--- src/rtl/pm_pkg.sv ---
package pm_pkg;
  typedef enum logic [1:0] {
    PS_RUN   = 2'd0,
    PS_IDLE  = 2'd1,
    PS_SLEEP = 2'd2
  } pstate_e;
endpackage

--- src/rtl/pm_lat_timer.sv ---
// Counts ticks of a running transition and flags the completing tick.
module pm_lat_timer #(
  parameter int CW = 18
) (
  input  logic          clk,
  input  logic          rst_n,
  input  logic          start,
  input  logic          tick,
  input  logic [CW-1:0] limit,
  output logic          busy,
  output logic          done
);
  logic [CW-1:0] cnt_q;

  always_comb done = busy && tick && ((cnt_q + CW'(1)) == limit);

  always_ff @(posedge clk or negedge rst_n) begin
    if (!rst_n) begin
      busy  <= 1'b0;
      cnt_q <= '0;
    end else if (start) begin
      busy  <= 1'b1;
      cnt_q <= '0;
    end else if (done) begin
      busy  <= 1'b0;
      cnt_q <= '0;
    end else if (busy && tick) begin
      cnt_q <= cnt_q + CW'(1);
    end
  end
endmodule

--- src/rtl/pm_idle_timer.sv ---
// Counts consecutive quiet ticks; fires when the programmed threshold is met.
module pm_idle_timer #(
  parameter int TW = 20
) (
  input  logic          clk,
  input  logic          rst_n,
  input  logic          clear,
  input  logic          tick,
  input  logic [TW-1:0] thr,
  output logic          expire
);
  logic [TW-1:0] cnt_q;
  logic [TW:0]   cnt_inc;

  always_comb begin
    cnt_inc = {1'b0, cnt_q} + (TW+1)'(1);
    expire  = !clear && tick && (thr != '0) && (cnt_inc >= {1'b0, thr});
  end

  always_ff @(posedge clk or negedge rst_n) begin
    if (!rst_n)               cnt_q <= '0;
    else if (clear || expire) cnt_q <= '0;
    else if (tick)            cnt_q <= cnt_inc[TW-1:0];
  end
endmodule

--- src/rtl/pm_energy_acc.sv ---
// Saturating energy estimate: dwell power per tick plus cost per completed transition.
module pm_energy_acc
  import pm_pkg::*;
#(
  parameter int              EW      = 48,
  parameter longint unsigned P_RUN   = 64'd102400,
  parameter longint unsigned P_IDLE  = 64'd12800,
  parameter longint unsigned P_SLEEP = 64'd41,
  parameter longint unsigned C_RI    = 64'd1024000,
  parameter longint unsigned C_IR    = 64'd1024000,
  parameter longint unsigned C_RS    = 64'd1280000,
  parameter longint unsigned C_SR    = 64'd16384000000
) (
  input  logic          clk,
  input  logic          rst_n,
  input  logic          tick,
  input  pstate_e       st,
  input  pstate_e       dst,
  input  logic          done,
  output logic [EW-1:0] energy
);
  localparam logic [64:0] EMAX = (65'd1 << EW) - 65'd1;

  logic [63:0] dwell, cost, inc;
  logic [64:0] sum, nxt;

  always_comb begin
    unique case (st)
      PS_IDLE:  dwell = P_IDLE;
      PS_SLEEP: dwell = P_SLEEP;
      default:  dwell = P_RUN;
    endcase
    unique case (dst)
      PS_IDLE:  cost = C_RI;
      PS_SLEEP: cost = C_RS;
      default:  cost = (st == PS_SLEEP) ? C_SR : C_IR;
    endcase
    inc = (tick ? dwell : 64'd0) + (done ? cost : 64'd0);
    sum = {1'b0, 64'(energy)} + {1'b0, inc};
    nxt = (sum > EMAX) ? EMAX : sum;
  end

  always_ff @(posedge clk or negedge rst_n) begin
    if (!rst_n) energy <= '0;
    else        energy <= nxt[EW-1:0];
  end
endmodule

--- src/rtl/pm_power_ctrl.sv ---
// Three-state power controller with timed transitions and a quiet-tick sleep gate.
module pm_power_ctrl
  import pm_pkg::*;
#(
  parameter int              TW      = 20,
  parameter int              CW      = 18,
  parameter int              LAT_RI  = 10,
  parameter int              LAT_IR  = 10,
  parameter int              LAT_RS  = 90,
  parameter int              LAT_SR  = 160000,
  parameter int              EW      = 48,
  parameter longint unsigned P_RUN   = 64'd102400,
  parameter longint unsigned P_IDLE  = 64'd12800,
  parameter longint unsigned P_SLEEP = 64'd41,
  parameter longint unsigned C_RI    = 64'd1024000,
  parameter longint unsigned C_IR    = 64'd1024000,
  parameter longint unsigned C_RS    = 64'd1280000,
  parameter longint unsigned C_SR    = 64'd16384000000
) (
  input  logic          clk,
  input  logic          rst_n,
  input  logic          work_req,
  input  logic          irq,
  input  logic          tick_us,
  input  logic          thr_we,
  input  logic [TW-1:0] thr_wdata,
  output logic [1:0]    pstate,
  output logic          in_transition,
  output logic          gate_en,
  output logic [EW-1:0] energy
);
  pstate_e       st_q, dst_q, dst_n;
  logic          pend_q, act, start, tbusy, done, expire, idle_clr;
  logic [TW-1:0] thr_q;
  logic [CW-1:0] limit;

  always_comb begin
    act   = work_req | irq;
    start = 1'b0;
    dst_n = dst_q;
    if (!tbusy) begin
      unique case (st_q)
        PS_RUN: begin
          if (!act && thr_q == '0) begin start = 1'b1; dst_n = PS_IDLE;  end
          else if (expire)         begin start = 1'b1; dst_n = PS_SLEEP; end
        end
        PS_IDLE:  if (act)          begin start = 1'b1; dst_n = PS_RUN; end
        PS_SLEEP: if (act || pend_q) begin start = 1'b1; dst_n = PS_RUN; end
        default: ;
      endcase
    end
  end

  // transition length selected by the running (source, destination) pair
  always_comb begin
    unique case (dst_q)
      PS_IDLE:  limit = CW'(LAT_RI);
      PS_SLEEP: limit = CW'(LAT_RS);
      default:  limit = (st_q == PS_SLEEP) ? CW'(LAT_SR) : CW'(LAT_IR);
    endcase
  end

  always_comb idle_clr = act || (st_q != PS_RUN) || tbusy;

  always_ff @(posedge clk or negedge rst_n) begin
    if (!rst_n) begin
      st_q   <= PS_RUN;
      dst_q  <= PS_RUN;
      pend_q <= 1'b0;
      thr_q  <= '0;
    end else begin
      if (done)   st_q  <= dst_q;
      if (start)  dst_q <= dst_n;
      if (start)  pend_q <= 1'b0;
      else if (tbusy && st_q == PS_RUN && dst_q == PS_SLEEP && act) pend_q <= 1'b1;
      if (thr_we) thr_q <= thr_wdata;
    end
  end

  pm_lat_timer #(.CW(CW)) u_lat (
    .clk(clk), .rst_n(rst_n), .start(start), .tick(tick_us),
    .limit(limit), .busy(tbusy), .done(done)
  );

  pm_idle_timer #(.TW(TW)) u_idle (
    .clk(clk), .rst_n(rst_n), .clear(idle_clr), .tick(tick_us),
    .thr(thr_q), .expire(expire)
  );

  pm_energy_acc #(
    .EW(EW), .P_RUN(P_RUN), .P_IDLE(P_IDLE), .P_SLEEP(P_SLEEP),
    .C_RI(C_RI), .C_IR(C_IR), .C_RS(C_RS), .C_SR(C_SR)
  ) u_acc (
    .clk(clk), .rst_n(rst_n), .tick(tick_us), .st(st_q), .dst(dst_q),
    .done(done), .energy(energy)
  );

  always_comb begin
    pstate        = st_q;
    in_transition = tbusy;
    gate_en       = (st_q != PS_RUN) && !tbusy;
  end
endmodule

--- config.mk ---
export PLATFORM = sky130hd
export DESIGN_NAME = pm_power_ctrl
export DESIGN_NICKNAME = d
export VERILOG_FILES = /design/src/rtl/pm_pkg.sv /design/src/rtl/pm_lat_timer.sv /design/src/rtl/pm_idle_timer.sv /design/src/rtl/pm_energy_acc.sv /design/src/rtl/pm_power_ctrl.sv
export SDC_FILE = /design/constraint.sdc
export NUM_CORES = 1
export LEC_CHECK = 0
export BUFFER_PORTS_ARGS = -buffer_cell sky130_fd_sc_hd__clkbuf_2
export CORE_MARGIN = 1
export CORE_UTILIZATION = 46
export DETAILED_ROUTE_END_ITERATION = 8
export PLACE_DENSITY_LB_ADDON = 0.15
export RECOVER_POWER = 100
export SYNTH_ARGS = -nofsm -noshare
export SYNTH_HDL_FRONTEND = slang
export SYNTH_SLANG_ARGS = --single-unit
export TNS_END_PERCENT = 1
--- constraint.sdc ---
create_clock -name clk -period 6.7 [get_ports clk]
set_input_delay 0 -clock clk [delete_from_list [all_inputs] [get_ports clk]]
set_output_delay 0 -clock clk [all_outputs]
set_load 0.01 [all_outputs]
## Yosys cells after proc, flatten, opt, wreduce, memory -nomap -nowiden

Index checks and enable logic that the tools add are counted.
Widths: inputs -> output; s select.

- Output and inout port bits: 52
- Logic and storage cells: 79
- Flip-flop bits (word level): 112
- Input bits: 26

- $add $sub $neg: 4
- Muxes and demuxes: 28
- Bitwise logic cells: 2
- Equality and inequality tests: 8
- Order comparisons: 2
- Reduce and logical (&&, ||, !) cells: 27

Operators with widths:

| kind | number |
|---|---|
| $pmux 64 s2 | 1 |
| $mux 18 | 4 |
| $add 48x64->65 | 1 |
| $gt 65x48->1 const B | 1 |
| $add 64x64->64 | 1 |
| $mux 64 | 1 |
| $mux 48 | 1 |
| $mux 20 | 2 |
| $pmux 18 s2 | 1 |
| $mux 34 | 1 |
| $pmux 17 s2 | 1 |
| $add 20x1->21 const B | 1 |
| $ge 21x20->1 | 1 |
| $logic_not 20->1 | 1 |
| $reduce_bool 20->1 | 1 |
| $add 18x1->18 const B | 1 |
| $eq 18x18->1 | 1 |
| $mux 17 | 1 |
| $logic_and 1x1->1 | 10 |
| $mux 1 | 9 |
| $mux 2 | 4 |
| $reduce_bool 2->1 | 4 |
| $pmux 2 s3 | 1 |
| $reduce_and 6->1 | 1 |
| other kinds (11) | 20 |

## Depth between registers and ports, before layout

Gate-level depths: netlist of the first run.

- Depth after elaboration: 12
- Mapped depth: 25
- Mapped depth without buffers: 22

## Cells and area by module

Synthesis of the first run repeated with hierarchy kept, for this count alone.

- Cells, all modules: 849
- Area, all modules: 8220.4 um^2

Modules (own cells, without submodules):

| module | area an instance (um^2) | cells an instance | sequential area each (um^2) | instances |
|---|---|---|---|---|
| pm_energy_acc | 3333.2 | 342 | 1201.2 | 1 |
| pm_idle_timer | 1948.1 | 224 | 500.5 | 1 |
| pm_lat_timer | 1739.2 | 185 | 475.5 | 1 |
| pm_power_ctrl | 1199.9 | 98 | 625.6 | 1 |

## Worst setup path before layout of the first run

OpenSTA, ideal clock, no wires.

- Kind: register to register
- Start: register u_lat.cnt_q[0]
- End: register u_acc.energy[46]
- Path buffers: 2
- Path slack: 1.792 ns
- Period minus slack after synthesis: 4.908 ns
- Required time: 6.581 ns
- Library setup time: 0.119 ns
- Stages on the path, launching flop included: 24
- Arrival time: 4.789 ns
- Cell sequence: dfrtp_1 ha_1 nand4_1 nor2_1 nand4_1 xor2_1 a41oi_1 or4_1 buf_4 nor2_1 ha_1 a21oi_1 nor2_1 xor2_1 nor2_1 ha_1 clkbuf_2 nand3_1 or2_2 a211oi_2 o21ai_2 a2111oi_0 nand3_1 o21a_1

- Cells in the longest elaborated chain, start to end: 8

RTL lines:

| item | RTL line | text |
|---|---|---|
| start, declared | pm_lat_timer.sv:13 | `logic [CW-1:0] cnt_q;` |
| start signal, assigned | pm_lat_timer.sv:28 | `cnt_q <= cnt_q + CW'(1);` |
| $add 18x1->18 (*) | pm_lat_timer.sv:15 | `always_comb done = busy && tick && ((cnt_q + CW'(1)) == limit);` |
| $eq 18x18->1 (*) | pm_lat_timer.sv:15 |  |
| $logic_and 1x1->1 (*) | pm_lat_timer.sv:15 |  |
| $mux 64 (*) | pm_energy_acc.sv:38 | `inc = (tick ? dwell : 64'd0) + (done ? cost : 64'd0);` |
| $add 64x64->64 (*) | pm_energy_acc.sv:38 |  |
| $add 48x64->65 (*) | pm_energy_acc.sv:39 | `sum = {1'b0, 64'(energy)} + {1'b0, inc};` |
| $gt 65x48->1 | pm_energy_acc.sv:40 | `nxt = (sum > EMAX) ? EMAX : sum;` |
| $mux 48 (*) | pm_energy_acc.sv:40 |  |
| via u_acc.nxt[46] | pm_energy_acc.sv:25 | `logic [64:0] sum, nxt;` |
| end signal, assigned | pm_energy_acc.sv:45 | `else energy <= nxt[EW-1:0];` |
| end, declared | pm_energy_acc.sv:20 | `output logic [EW-1:0] energy` |

The timed path passes the listed nets; every way through them passes the cells marked *.
A chain may end at the register's enable or synchronous reset.

## Worst setup path in the final report of the first run

- Start: register u_lat.cnt_q[0]
- End: register u_acc.energy[14]

Same word-level chain as after synthesis.

==> impl_metrics.json, run 1 <==
{
  "status": "finished, violations left",
  "violated_checks": "max-capacitance violations, max-slew violations",
  "syn-num-nets": 905,
  "r2r_end": "u_acc.energy[14]$_DFF_PN0_",
  "largest_net_degree_at_the_start_of_global_routing": 62,
  "synth.avg_cell_area_um2": 9.09,
  "finalMaxSlewViolations": 115,
  "cts_root_buffer": "sky130_fd_sc_hd__clkbuf_16",
  "end_point_of_the_most_critical_hold_path": "pend_q$_DFFE_PN0P_",
  "postSynthRegisterBits": 112,
  "cts-hold-fix-buffers": 21,
  "floorplan.core_area_um2": 15900,
  "syn-instance-count": 822,
  "drt-wirelength-per-cell_um": 15.7,
  "dieArea_um2": 16800,
  "end_kind": "flip-flop",
  "post-route-min-period_ns": 6.07,
  "layout.nets": 985,
  "detailedPlacementHpwl_mm": 12.9,
  "layout-drive-gt1-share_pct": 8.16,
  "setup_ws_ns": 0.631,
  "r2r-start": "u_lat.cnt_q[0]$_DFFE_PN0P_",
  "die-width_um": 129,
  "clock_latency_ns": 0.37,
  "cp.required_ns": 7.00,
  "drt_drc_violations_left": 0,
  "number_of_antenna_violations_at_the_first_check_in_global_routing": 0,
  "synth_enable_flop_cells": 0,
  "critical_path_arrival_ns": 6.37,
  "detail-route-antenna-nets": 0,
  "fin_setup_tns_ns": 0,
  "worst_clock_skew_ns": 0.00979,
  "gr-max-usage-layer": "met2",
  "vias": 6189,
  "power.share.clock_pct": 35.0,
  "ff2ff_path_depth": 21,
  "pin_count": 78,
  "synth_top_area_cell": "sky130_fd_sc_hd__dfrtp_1",
  "maxCapViolCount": 2,
  "h-tree-depth": 3,
  "worstHoldPathCells": 3,
  "start_util_pct": 47.0,
  "clk_path_buf_depth": 2,
  "achievable-frequency_ghz": 0.165,
  "finish.cell_count_without_fillers": 1123,
  "cts_tree": "yes",
  "hold_class": "in -> reg",
  "via_count_of_the_first_global_routing_pass": 6127,
  "syn2layout_area_growth_pct": 11.3,
  "via_per_inst": 5.51,
  "finalHoldViolCount": 0,
  "grt.met1_usage_pct": 27.1,
  "cts_resized": 0,
  "worst_hold_startpoint": "work_req",
  "floorplan.die.height_um": 129,
  "clock_sink_total": 112,
  "timing.critical_path.from_type": "flip-flop",
  "pwr-share-comb_pct": 20.2,
  "yosysWarningCount": 0,
  "total_clock_buffers_created_by_cts": 9,
  "cts.reportedPaths.clkPinSlew_ns": 0.07,
  "ys_top_cells_by_area": "sky130_fd_sc_hd__dfrtp_1 38%, sky130_fd_sc_hd__ha_1 9.5%, sky130_fd_sc_hd__xor2_1 4.7%",
  "dp.cells": 1086,
  "total_leakage_power_nw": 4.00,
  "report.final.setup_viol": 0,
  "sequentialPowerShare_pct": 44.8,
  "r2r_setup_slack_ns": 0.63,
  "power.internal_mw": 1.20,
  "synth_seq_area_share_pct": 37.5,
  "core.rowCount": 46,
  "dr.first_iter.drc_count": 297,
  "track_usage_pct": 22.2,
  "globalRouteOverflowTotal": 0,
  "p_sw_mw": 0.502,
  "largest_voltage_drop_on_the_vdd_net_mv": 0.143,
  "wl_final_mm": 17.6,
  "multi_input_area_um2": 4230,
  "worstMarginPinSlew_ns": 2.85,
  "synth_common_cells": "112 x sky130_fd_sc_hd__dfrtp_1, 91 x sky130_fd_sc_hd__nand2_1, 59 x sky130_fd_sc_hd__a21oi_1",
  "synth_top_flop_cell": "sky130_fd_sc_hd__dfrtp_1",
  "layout_worst_path_cycle_share_pct": 90.6,
  "max-slew-margin-rel_pct": -89.7,
  "fillCellCount": 1533,
  "setup_repair_after_global_routing_missed_its_margin": "false",
  "port_buf_inserts": 77,
  "most_common_cell_in_the_netlist": "sky130_fd_sc_hd__dfrtp_1",
  "dp_slack_ns": 0.722,
  "power_switching_share_pct": 29.6,
  "mappedNetlistArea_um2": 7470,
  "routability_driven_placement_congestion_ratio": 0.880,
  "grt_pass1_wl_mm": 29.2,
  "critical_path_peak_fanout": 22,
  "sequential_cell_area_um2": 2800,
  "grt_util_met3_pct": 3.92,
  "share_of_flip_flops_with_an_asynchronous_set_or_reset_after_synthesis_pct": 100,
  "post_cts.repair.setup_buffers": 0,
  "diodes": 0,
  "power_density_nw_per_um2": 204,
  "netlist.area_leader.share_pct": 37.5,
  "dr.pass1.iters": 5,
  "synth_cell_type_count": 77,
  "worstSetupPathType": "reg -> reg",
  "global_route.usage.met2_pct": 39.7
}
## logic make-up after synthesis
logic type / after synthesis / share of synthesized area, %
AO/OA/AOI/OAI: 172 / 15.1
adder cells (fa/ha/maj): 57 / 9.54
multiplexers: 11 / 1.62
buffers and inverters: 70 / 5.07
AND/OR/NAND/NOR: 321 / 21.9
flip-flops: 112 / 37.5
XOR/XNOR: 79 / 9.26
## final cells by class
| cell class | count | share of cell area, % |
|---|---|---|
| Clock inverter | 4 | 0.932 |
| Sequential cell | 112 | 33.7 |
| Tap cell | 216 | 3.25 |
| Clock buffer | 12 | 2.96 |
| Timing Repair Buffer | 102 | 6.62 |
| Inverter | 37 | 1.67 |
| Multi-Input combinational cell | 640 | 50.9 |
## layer usage
metal	share of wire, %	up-vias
li1	-	3044
met1	45	3014
met2	50	119
met3	3.6	12
met4	1.3	0
met5	0	-
## cells in the final DEF, fill, tap and decap left out, types with 3 or more instances in the layout
cell                            Yosys  routed
sky130_fd_sc_hd__a21o_1            10      10
sky130_fd_sc_hd__a21oi_1           59      59
sky130_fd_sc_hd__a22o_1             4       4
sky130_fd_sc_hd__a31oi_1           19      19
sky130_fd_sc_hd__a41o_1             3       3
sky130_fd_sc_hd__a41oi_1            3       3
sky130_fd_sc_hd__and2_1            11      11
sky130_fd_sc_hd__and3_1            19      19
sky130_fd_sc_hd__and4_1             3       3
sky130_fd_sc_hd__clkbuf_1          12      56
sky130_fd_sc_hd__clkbuf_16          0       9
sky130_fd_sc_hd__clkbuf_2           1      26
sky130_fd_sc_hd__dfrtp_1          112     112
sky130_fd_sc_hd__dlygate4sd3_1      0      21
sky130_fd_sc_hd__ha_1              57      57
sky130_fd_sc_hd__inv_1             37      37
sky130_fd_sc_hd__mux2_1             4       4
sky130_fd_sc_hd__mux2_2             5       5
sky130_fd_sc_hd__nand2_1           91      93
sky130_fd_sc_hd__nand2_2           10       8
sky130_fd_sc_hd__nand2b_1          20      20
sky130_fd_sc_hd__nand3_1           45      45
sky130_fd_sc_hd__nand4_1           22      22
sky130_fd_sc_hd__nor2_1            57      58
sky130_fd_sc_hd__nor2b_1            3       3
sky130_fd_sc_hd__nor3_1            10      10
sky130_fd_sc_hd__nor4_1             7       7
sky130_fd_sc_hd__o2111ai_1          3       3
sky130_fd_sc_hd__o21a_1             3       3
sky130_fd_sc_hd__o21ai_0           35      39
sky130_fd_sc_hd__o21bai_1           4       5
sky130_fd_sc_hd__xnor2_1           39      39
sky130_fd_sc_hd__xor2_1            40      40
## metrics by stage
| stage | hold WS, ns | power, mW | util [%] | instance area (µm²) |
|---|---|---|---|---|
| finish | 0.0581 | 1.70 | 52.4 | 8320 |
| global route | 0.114 | 1.78 | 52.4 | 8320 |
| CTS | 0.0465 | 1.73 | 53.2 | 8460 |
| detailed placement | 0.0822 | 1.12 | 49.9 | 7920 |
| global placement | 0.0657 | 1.11 | 49.9 | 7920 |
| floorplan | -0.296 | 1.05 | - | 7470 |
## critical path, cell delays in order, from the launching register on
cell and delay (ns):
sky130_fd_sc_hd__dfrtp_1 0.43, sky130_fd_sc_hd__ha_1 0.30, sky130_fd_sc_hd__nand4_1 0.15, sky130_fd_sc_hd__nor2_1 0.29, sky130_fd_sc_hd__nand4_1 0.21, sky130_fd_sc_hd__xor2_1 0.17
sky130_fd_sc_hd__a41oi_1 0.11, sky130_fd_sc_hd__or4_1 0.72, sky130_fd_sc_hd__nor2_1 0.31, sky130_fd_sc_hd__ha_1 0.26, sky130_fd_sc_hd__a21oi_1 0.06, sky130_fd_sc_hd__nor2_1 0.11
sky130_fd_sc_hd__xor2_1 0.17, sky130_fd_sc_hd__nor2_1 0.06, sky130_fd_sc_hd__ha_1 0.42, sky130_fd_sc_hd__nand3_1 0.12, sky130_fd_sc_hd__or2_2 0.31, sky130_fd_sc_hd__a211oi_1 0.43
sky130_fd_sc_hd__o21ai_2 0.16, sky130_fd_sc_hd__a2111o_1 0.74, sky130_fd_sc_hd__clkbuf_2 0.35, sky130_fd_sc_hd__nand2_1 0.12
## worst max path at each step
stage                                     startpoint                          to  slack [ns]
after detailed placement  u_lat.cnt_q[0]$_DFFE_PN0P_  u_acc.energy[35]$_DFF_PN0_        0.72
after global placement    u_lat.cnt_q[0]$_DFFE_PN0P_  u_acc.energy[35]$_DFF_PN0_        0.95
after CTS                 u_lat.cnt_q[0]$_DFFE_PN0P_  u_acc.energy[35]$_DFF_PN0_        0.71
final                     u_lat.cnt_q[0]$_DFFE_PN0P_  u_acc.energy[14]$_DFF_PN0_        0.63
after floorplan           u_lat.cnt_q[0]$_DFFE_PN0P_  u_acc.energy[46]$_DFF_PN0_        1.79
after global routing      u_lat.cnt_q[2]$_DFFE_PN0P_  u_acc.energy[19]$_DFF_PN0_        0.18
## sequential cells by signal, summed over array words and instances, names as in the netlist
name,count
pend_q,1
thr_q,20
pstate,2
u_idle.cnt_q,20
u_lat.busy,1
dst_q,2
u_lat.cnt_q,18
u_acc.energy,48
## power by group through the flow
stage / clock network [mW] / logic [mW] / registers, mW
after CTS: 0.609 / 0.357 / 0.761
after global routing: 0.631 / 0.382 / 0.765
after detailed placement: 0 / 0.345 / 0.774
after global placement: 0 / 0.337 / 0.774
final: 0.595 / 0.343 / 0.760
after floorplan: 0 / 0.272 / 0.777
Note: power is estimated with default switching activity, not from simulation.
==> inputs of run 2 (changes only) <==
--- a/config.mk
+++ b/config.mk
@@ -7,7 +7,10 @@
 export LEC_CHECK = 0
 export BUFFER_PORTS_ARGS = -buffer_cell sky130_fd_sc_hd__clkbuf_2
+export CELL_PAD_IN_SITES_DETAIL_PLACEMENT = 1
+export CELL_PAD_IN_SITES_GLOBAL_PLACEMENT = 1
 export CORE_MARGIN = 1
 export CORE_UTILIZATION = 46
 export DETAILED_ROUTE_END_ITERATION = 8
+export MAX_ROUTING_LAYER = met4
 export PLACE_DENSITY_LB_ADDON = 0.15
 export RECOVER_POWER = 100
==> constraint.sdc (replaced) <==
create_clock -name clk -period 6.7 [get_ports clk]
set_input_delay 1.34 -clock clk [delete_from_list [all_inputs] [get_ports clk]]
set_output_delay 1.34 -clock clk [all_outputs]
set_load 0.01 [all_outputs]
==> impl_metrics.json, run 2 (synthesized netlist as in run 1, its figures left out) <==
{
  "status": "finished, violations left",
  "violated_checks": "max-capacitance violations, max-slew violations",
  "finalMaxSlewViolations": 115,
  "p_sw_mw": 0.528,
  "fillCellCount": 1954,
  "dr.first_iter.drc_count": 192,
  "regMostFlops": "u_acc.energy",
  "timing.critical_path.slowest_cell_delay_ns": 0.60,
  "h-tree-depth": 3,
  "detail-route-antenna-nets": 0,
  "worstHoldPathCells": 1,
  "post_cts.repair.setup_buffers": 0,
  "floorplan.die.height_um": 129,
  "crit_buf_inv": 1,
  "largest_net_degree_at_the_start_of_global_routing": 75,
  "routability_driven_placement_congestion_ratio": 0.930,
  "total_clock_buffers_created_by_cts": 9,
  "cp.required_ns": 6.95,
  "layout_top_registers": "u_acc.energy x48, thr_q x20, u_idle.cnt_q x20",
  "via_per_inst": 5.67,
  "globalRouteOverflowTotal": 0,
  "diodes": 0,
  "grt_pass1_wl_mm": 32.8,
  "port_buf_inserts": 77,
  "achievable-frequency_ghz": 0.165,
  "cts_tree": "yes",
  "number_of_antenna_violations_at_the_first_check_in_global_routing": 0,
  "die-width_um": 129,
  "dp.cells": 1089,
  "layout_commonest_cell": "sky130_fd_sc_hd__dfrtp_1",
  "layout-drive-gt1-share_pct": 8.66,
  "cts-hold-fix-buffers": 0,
  "cts.reportedPaths.clkPinSlew_ns": 0.08,
  "wl_final_mm": 19.5,
  "maxCapViolCount": 2,
  "worst_hold_startpoint": "u_acc.energy[39]$_DFF_PN0_",
  "finish.cell_count_without_fillers": 1105,
  "clk_path_buf_depth": 2,
  "power_switching_share_pct": 31.6,
  "clock_latency_ns": 0.37,
  "end_kind": "flip-flop",
  "vias": 6270,
  "max-slew-margin-rel_pct": -43.5,
  "report.final.setup_viol": 0,
  "pwr-share-comb_pct": 21.0,
  "cts_root_buffer": "sky130_fd_sc_hd__clkbuf_16",
  "pin_count": 78,
  "setup_repair_after_global_routing_missed_its_margin": "false",
  "drt-wirelength-per-cell_um": 17.6,
  "r2r-start": "u_lat.cnt_q[0]$_DFFE_PN0P_",
  "fin_setup_tns_ns": 0,
  "core.rowCount": 46,
  "drt_drc_violations_left": 0,
  "critical_path_arrival_ns": 6.30,
  "floorplan.core_area_um2": 15900,
  "crit_slowest_cell": "sky130_fd_sc_hd__o21ai_1",
  "via_count_of_the_first_global_routing_pass": 6771,
  "critical_path.cell_chain": "ha_1 > nand4_1 > nor2_1 > nand4_1 > xor2_1 > a41oi_1 > or4_1 > clkbuf_1 > nor2_1 > ha_1 > ha_1 > nand4_1 > or4_4 > a31oi_1 > o21ai_2 > o21ai_1 > nand3_1 > mux2_1",
  "start_util_pct": 47.0,
  "detailedPlacementHpwl_mm": 14.7,
  "power.internal_mw": 1.14,
  "ff2ff_path_depth": 18,
  "largest_voltage_drop_on_the_vdd_net_mv": 0.122,
  "track_usage_pct": 25.8,
  "critical_path_peak_fanout": 10,
  "worstSetupPathType": "reg -> reg",
  "hold_class": "reg -> reg",
  "worstMarginPinSlew_ns": 2.15,
  "dr.pass1.iters": 4,
  "finalHoldViolCount": 0,
  "timing.critical_path.from_type": "flip-flop",
  "layout_worst_path_cycle_share_pct": 90.2,
  "total_leakage_power_nw": 3.90,
  "power.share.clock_pct": 33.8,
  "power_density_nw_per_um2": 206,
  "r2r_end": "u_acc.energy[43]$_DFF_PN0_",
  "layout_common_cells": "112 x sky130_fd_sc_hd__dfrtp_1, 91 x sky130_fd_sc_hd__nand2_1, 59 x sky130_fd_sc_hd__nor2_1, 59 x sky130_fd_sc_hd__a21oi_1",
  "crit_family": "simple AND/OR/NAND/NOR gates",
  "worst_clock_skew_ns": 0.00902,
  "clock_sink_total": 112,
  "cts_resized": 0,
  "largest_register_ff_count": 48,
  "dieArea_um2": 16800,
  "sequentialPowerShare_pct": 45.2,
  "post-route-min-period_ns": 6.04,
  "end_point_of_the_most_critical_hold_path": "u_acc.energy[39]$_DFF_PN0_",
  "layout.nets": 967,
  "r2r_setup_slack_ns": 0.66,
  "syn2layout_area_growth_pct": 8.45
}
[run 2: cell types whose count changed in the layout (fill, tap and decap cells not counted), moves of 2 or more]
cell                            delta
sky130_fd_sc_hd__dlygate4sd3_1    -21
sky130_fd_sc_hd__buf_4             +2
sky130_fd_sc_hd__clkbuf_2          -2
sky130_fd_sc_hd__clkinv_4          +2
sky130_fd_sc_hd__nand2_1           -2
sky130_fd_sc_hd__nand2_2           +2
[run 2: power by group through the flow]
stage	Combinational, mW	Clock [mW]	Sequential [mW]
after detailed placement	0.356	0	0.772
final	0.351	0.566	0.757
after global placement	0.344	0	0.769
after floorplan	0.272	0	0.777
after global routing	0.387	0.607	0.764
after CTS	0.361	0.584	0.758
[run 2: layout make-up]
class                      count  area, µm²  area share, %
inverter                      37        139           1.71
clock inverter                 7       81.3           1.00
timing repair buffer          84        357           4.40
sequential                   112       2800           34.6
multi-input combinational    640       4230           52.2
tap                          216        270           3.33
clock buffer                   9        225           2.78
[run 2: worst max path at each step]
stage	from	end	slack (ns)	depth (start not counted)
global route	u_lat.cnt_q[0]$_DFFE_PN0P_	u_acc.energy[43]$_DFF_PN0_	0.21	18
CTS	u_lat.cnt_q[2]$_DFFE_PN0P_	u_acc.energy[35]$_DFF_PN0_	0.87	20
global placement	tick_us	u_acc.energy[35]$_DFF_PN0_	0.84	21
finish	u_lat.cnt_q[0]$_DFFE_PN0P_	u_acc.energy[43]$_DFF_PN0_	0.66	18
floorplan	tick_us	u_acc.energy[46]$_DFF_PN0_	1.52	21
detailed placement	tick_us	u_acc.energy[35]$_DFF_PN0_	0.66	21
[run 2: metal layers]
| metal | vias to the layer above | track usage [%] | wire, µm | share of wire (%) |
|---|---|---|---|---|
| met1 | 3133 | 30.3 | 8560 | 44 |
| met2 | 87 | 44.2 | 9890 | 51 |
| li1 | 3014 | - | - | - |
| met5 | - | - | 0 | 0 |
| met3 | 36 | 5.24 | 592 | 3.0 |
| met4 | 0 | 8.00 | 420 | 2.2 |
[run 2: stage by stage]
step	setup WS [ns]	total power [mW]	hold WS [ns]	cell area [µm²]	util [%]
4_1_cts	0.873	1.70	0.521	8250	51.9
3_3_place_gp	0.843	1.11	0.494	7940	50.0
6_report	0.655	1.67	0.532	8110	51.0
5_1_grt	0.207	1.76	0.538	8110	51.0
2_1_floorplan	1.52	1.05	0.483	7470	-
3_5_place_dp	0.662	1.13	0.508	7940	50.0
==> inputs of run 3 (changes only) <==
- clock period: 6.7 -> 7.68 ns (I/O delays scaled with it)
==> impl_metrics.json, run 3 (synthesized netlist as in run 1, its figures left out) <==
{
  "critical_path.cell_chain": "clkbuf_1 > and2_0 > nand3_1 > nor2_1 > o211ai_1 > or4_1 > nor2_1 > ha_1 > a21oi_1 > nor2_1 > xor2_1 > nor2_1 > ha_1 > nand3_1 > or2_2 > a211oi_1 > o21ai_0 > a2111o_1 > and3_1 > a21oi_1",
  "report.final.setup_viol": 0,
  "start_util_pct": 47.0,
  "dr.pass1.iters": 4,
  "drt-wirelength-per-cell_um": 17.8,
  "post-route-min-period_ns": 6.75,
  "wl_final_mm": 19.6,
  "vias": 6198,
  "detail-route-antenna-nets": 0,
  "timing.critical_path.slowest_cell_delay_ns": 0.78,
  "core.rowCount": 46,
  "crit_family": "simple AND/OR/NAND/NOR gates",
  "power.share.clock_pct": 33.5,
  "multi_input_area_um2": 4220,
  "dr.first_iter.drc_count": 231,
  "total_clock_buffers_created_by_cts": 9,
  "end_kind": "flip-flop",
  "total_leakage_power_nw": 3.89,
  "layout_commonest_cell": "sky130_fd_sc_hd__dfrtp_1",
  "h-tree-depth": 3,
  "grt_pass1_wl_mm": 33.1,
  "floorplan.core_area_um2": 15900,
  "syn2layout_area_growth_pct": 7.97,
  "clock_sink_total": 112,
  "hold_class": "reg -> reg",
  "power_density_nw_per_um2": 177,
  "layout_top_registers": "u_acc.energy x48, thr_q x20, u_idle.cnt_q x20",
  "largest_register_ff_count": 48,
  "achievable-frequency_ghz": 0.148,
  "dieArea_um2": 16800,
  "r2r-start": "u_lat.cnt_q[0]$_DFFE_PN0P_",
  "sequential_cell_area_um2": 2800,
  "number_of_antenna_violations_at_the_first_check_in_global_routing": 0,
  "cts.reportedPaths.clkPinSlew_ns": 0.08,
  "p_sw_mw": 0.449,
  "critPathLaunch": "tick_us",
  "worst_clock_skew_ns": 0.0122,
  "detailed_place.area_um2": 7920,
  "post_cts.repair.setup_buffers": 0,
  "layout_common_cells": "112 x sky130_fd_sc_hd__dfrtp_1, 100 x sky130_fd_sc_hd__nand2_1, 59 x sky130_fd_sc_hd__a21oi_1",
  "layout.nets": 964,
  "max-slew-margin-rel_pct": -68.0,
  "crit_buf_inv": 1,
  "critical_path_arrival_ns": 7.04,
  "regMostFlops": "u_acc.energy",
  "largest_voltage_drop_on_the_vdd_net_mv": 0.118,
  "finalHoldViolCount": 0,
  "fin_setup_tns_ns": 0,
  "timing.critical_path.from_type": "input port",
  "floorplan.die.height_um": 129,
  "power_switching_share_pct": 31.5,
  "finalMaxSlewViolations": 115,
  "layout.cell_area.non_filler_um2": 8070,
  "pwr-share-comb_pct": 20.1,
  "setup_repair_after_global_routing_missed_its_margin": "false",
  "maxCapViolCount": 2,
  "worstMarginPinSlew_ns": 2.52,
  "layout-drive-gt1-share_pct": 7.45,
  "pin_count": 78,
  "sequentialPowerShare_pct": 46.4,
  "fillCellCount": 1962,
  "die-width_um": 129,
  "crit_slowest_cell": "sky130_fd_sc_hd__a2111o_1",
  "status": "finished, violations left",
  "violated_checks": "max-capacitance violations, max-slew violations",
  "power.internal_mw": 0.978,
  "clock_latency_ns": 0.37,
  "worstSetupPathType": "in -> reg",
  "critical_path_peak_fanout": 21,
  "clk_path_buf_depth": 2,
  "via_per_inst": 5.62,
  "track_usage_pct": 25.9,
  "cts_root_buffer": "sky130_fd_sc_hd__clkbuf_16",
  "drt_drc_violations_left": 0,
  "layout_worst_path_cycle_share_pct": 87.9,
  "port_buf_inserts": 77,
  "cts_resized": 0,
  "largest_net_degree_at_the_start_of_global_routing": 67,
  "detailedPlacementHpwl_mm": 14.8,
  "cpMostUsedCell": "sky130_fd_sc_hd__nor2_1",
  "diodes": 0,
  "cp.required_ns": 7.97,
  "via_count_of_the_first_global_routing_pass": 6578,
  "cts_tree": "yes",
  "worst_hold_startpoint": "u_acc.energy[39]$_DFF_PN0_",
  "cts-hold-fix-buffers": 0,
  "globalRouteOverflowTotal": 0,
  "routability_driven_placement_congestion_ratio": 0.852
}
run 3: changes by cell type in the layout (fill, tap and decap cells not counted), sizes merged:
cell,before,now
clkinv,4,2
bufinv,1,0
clkbuf,90,91
buf,3,2
run 3: layout make-up:
| cell class | instances | area share (%) |
|---|---|---|
| Multi-Input combinational cell | 640 | 52.3 |
| Inverter | 37 | 1.72 |
| Clock buffer | 12 | 3.18 |
| Sequential cell | 112 | 34.7 |
| Clock inverter | 4 | 0.450 |
| Tap cell | 216 | 3.35 |
| Timing Repair Buffer | 81 | 4.22 |
run 3: per-stage QoR:
step | setup slack, ns | power [mW] | utilization (%) | std cells | hold slack, ns
floorplan | 2.31 | 0.915 | - | 822 | 0.483
global placement | 1.12 | 0.968 | 49.9 | 1086 | 0.493
detailed placement | 0.950 | 0.982 | 49.9 | 1086 | 0.497
CTS | 1.28 | 1.46 | 51.7 | 1102 | 0.514
global route | 0.410 | 1.50 | 50.8 | 1102 | 0.553
finish | 0.929 | 1.43 | 50.8 | 1102 | 0.526
run 3: power groups by stage:
stage / clock, mW / combinational, mW / sequential (mW)
6_report: 0.477 / 0.287 / 0.662
5_1_grt: 0.508 / 0.324 / 0.669
4_1_cts: 0.488 / 0.310 / 0.664
3_5_place_dp: 0 / 0.307 / 0.675
3_3_place_gp: 0 / 0.294 / 0.673
2_1_floorplan: 0 / 0.237 / 0.678
run 3: metal layers:
layer	global-route usage, %	vias to the layer above	share of wire [%]
met5	-	-	0
met4	6.02	0	1.0
met3	4.00	22	2.8
met2	45.1	77	51
met1	31.6	3092	45
li1	-	3007	-
run 3: final timing paths:
check,end,slack [ns],cells past startpoint
worst min register to register,u_acc.energy[39]$_DFF_PN0_,0.53,1
max in group asynchronous,u_lat.cnt_q[10]$_DFFE_PN0P_,2.94,2
min in group asynchronous,thr_q[15]$_DFFE_PN0P_,1.93,1
worst min-delay path,u_acc.energy[39]$_DFF_PN0_,0.53,1
worst max-delay path,u_acc.energy[35]$_DFF_PN0_,0.93,20
worst max register to register,u_acc.energy[35]$_DFF_PN0_,1.34,21
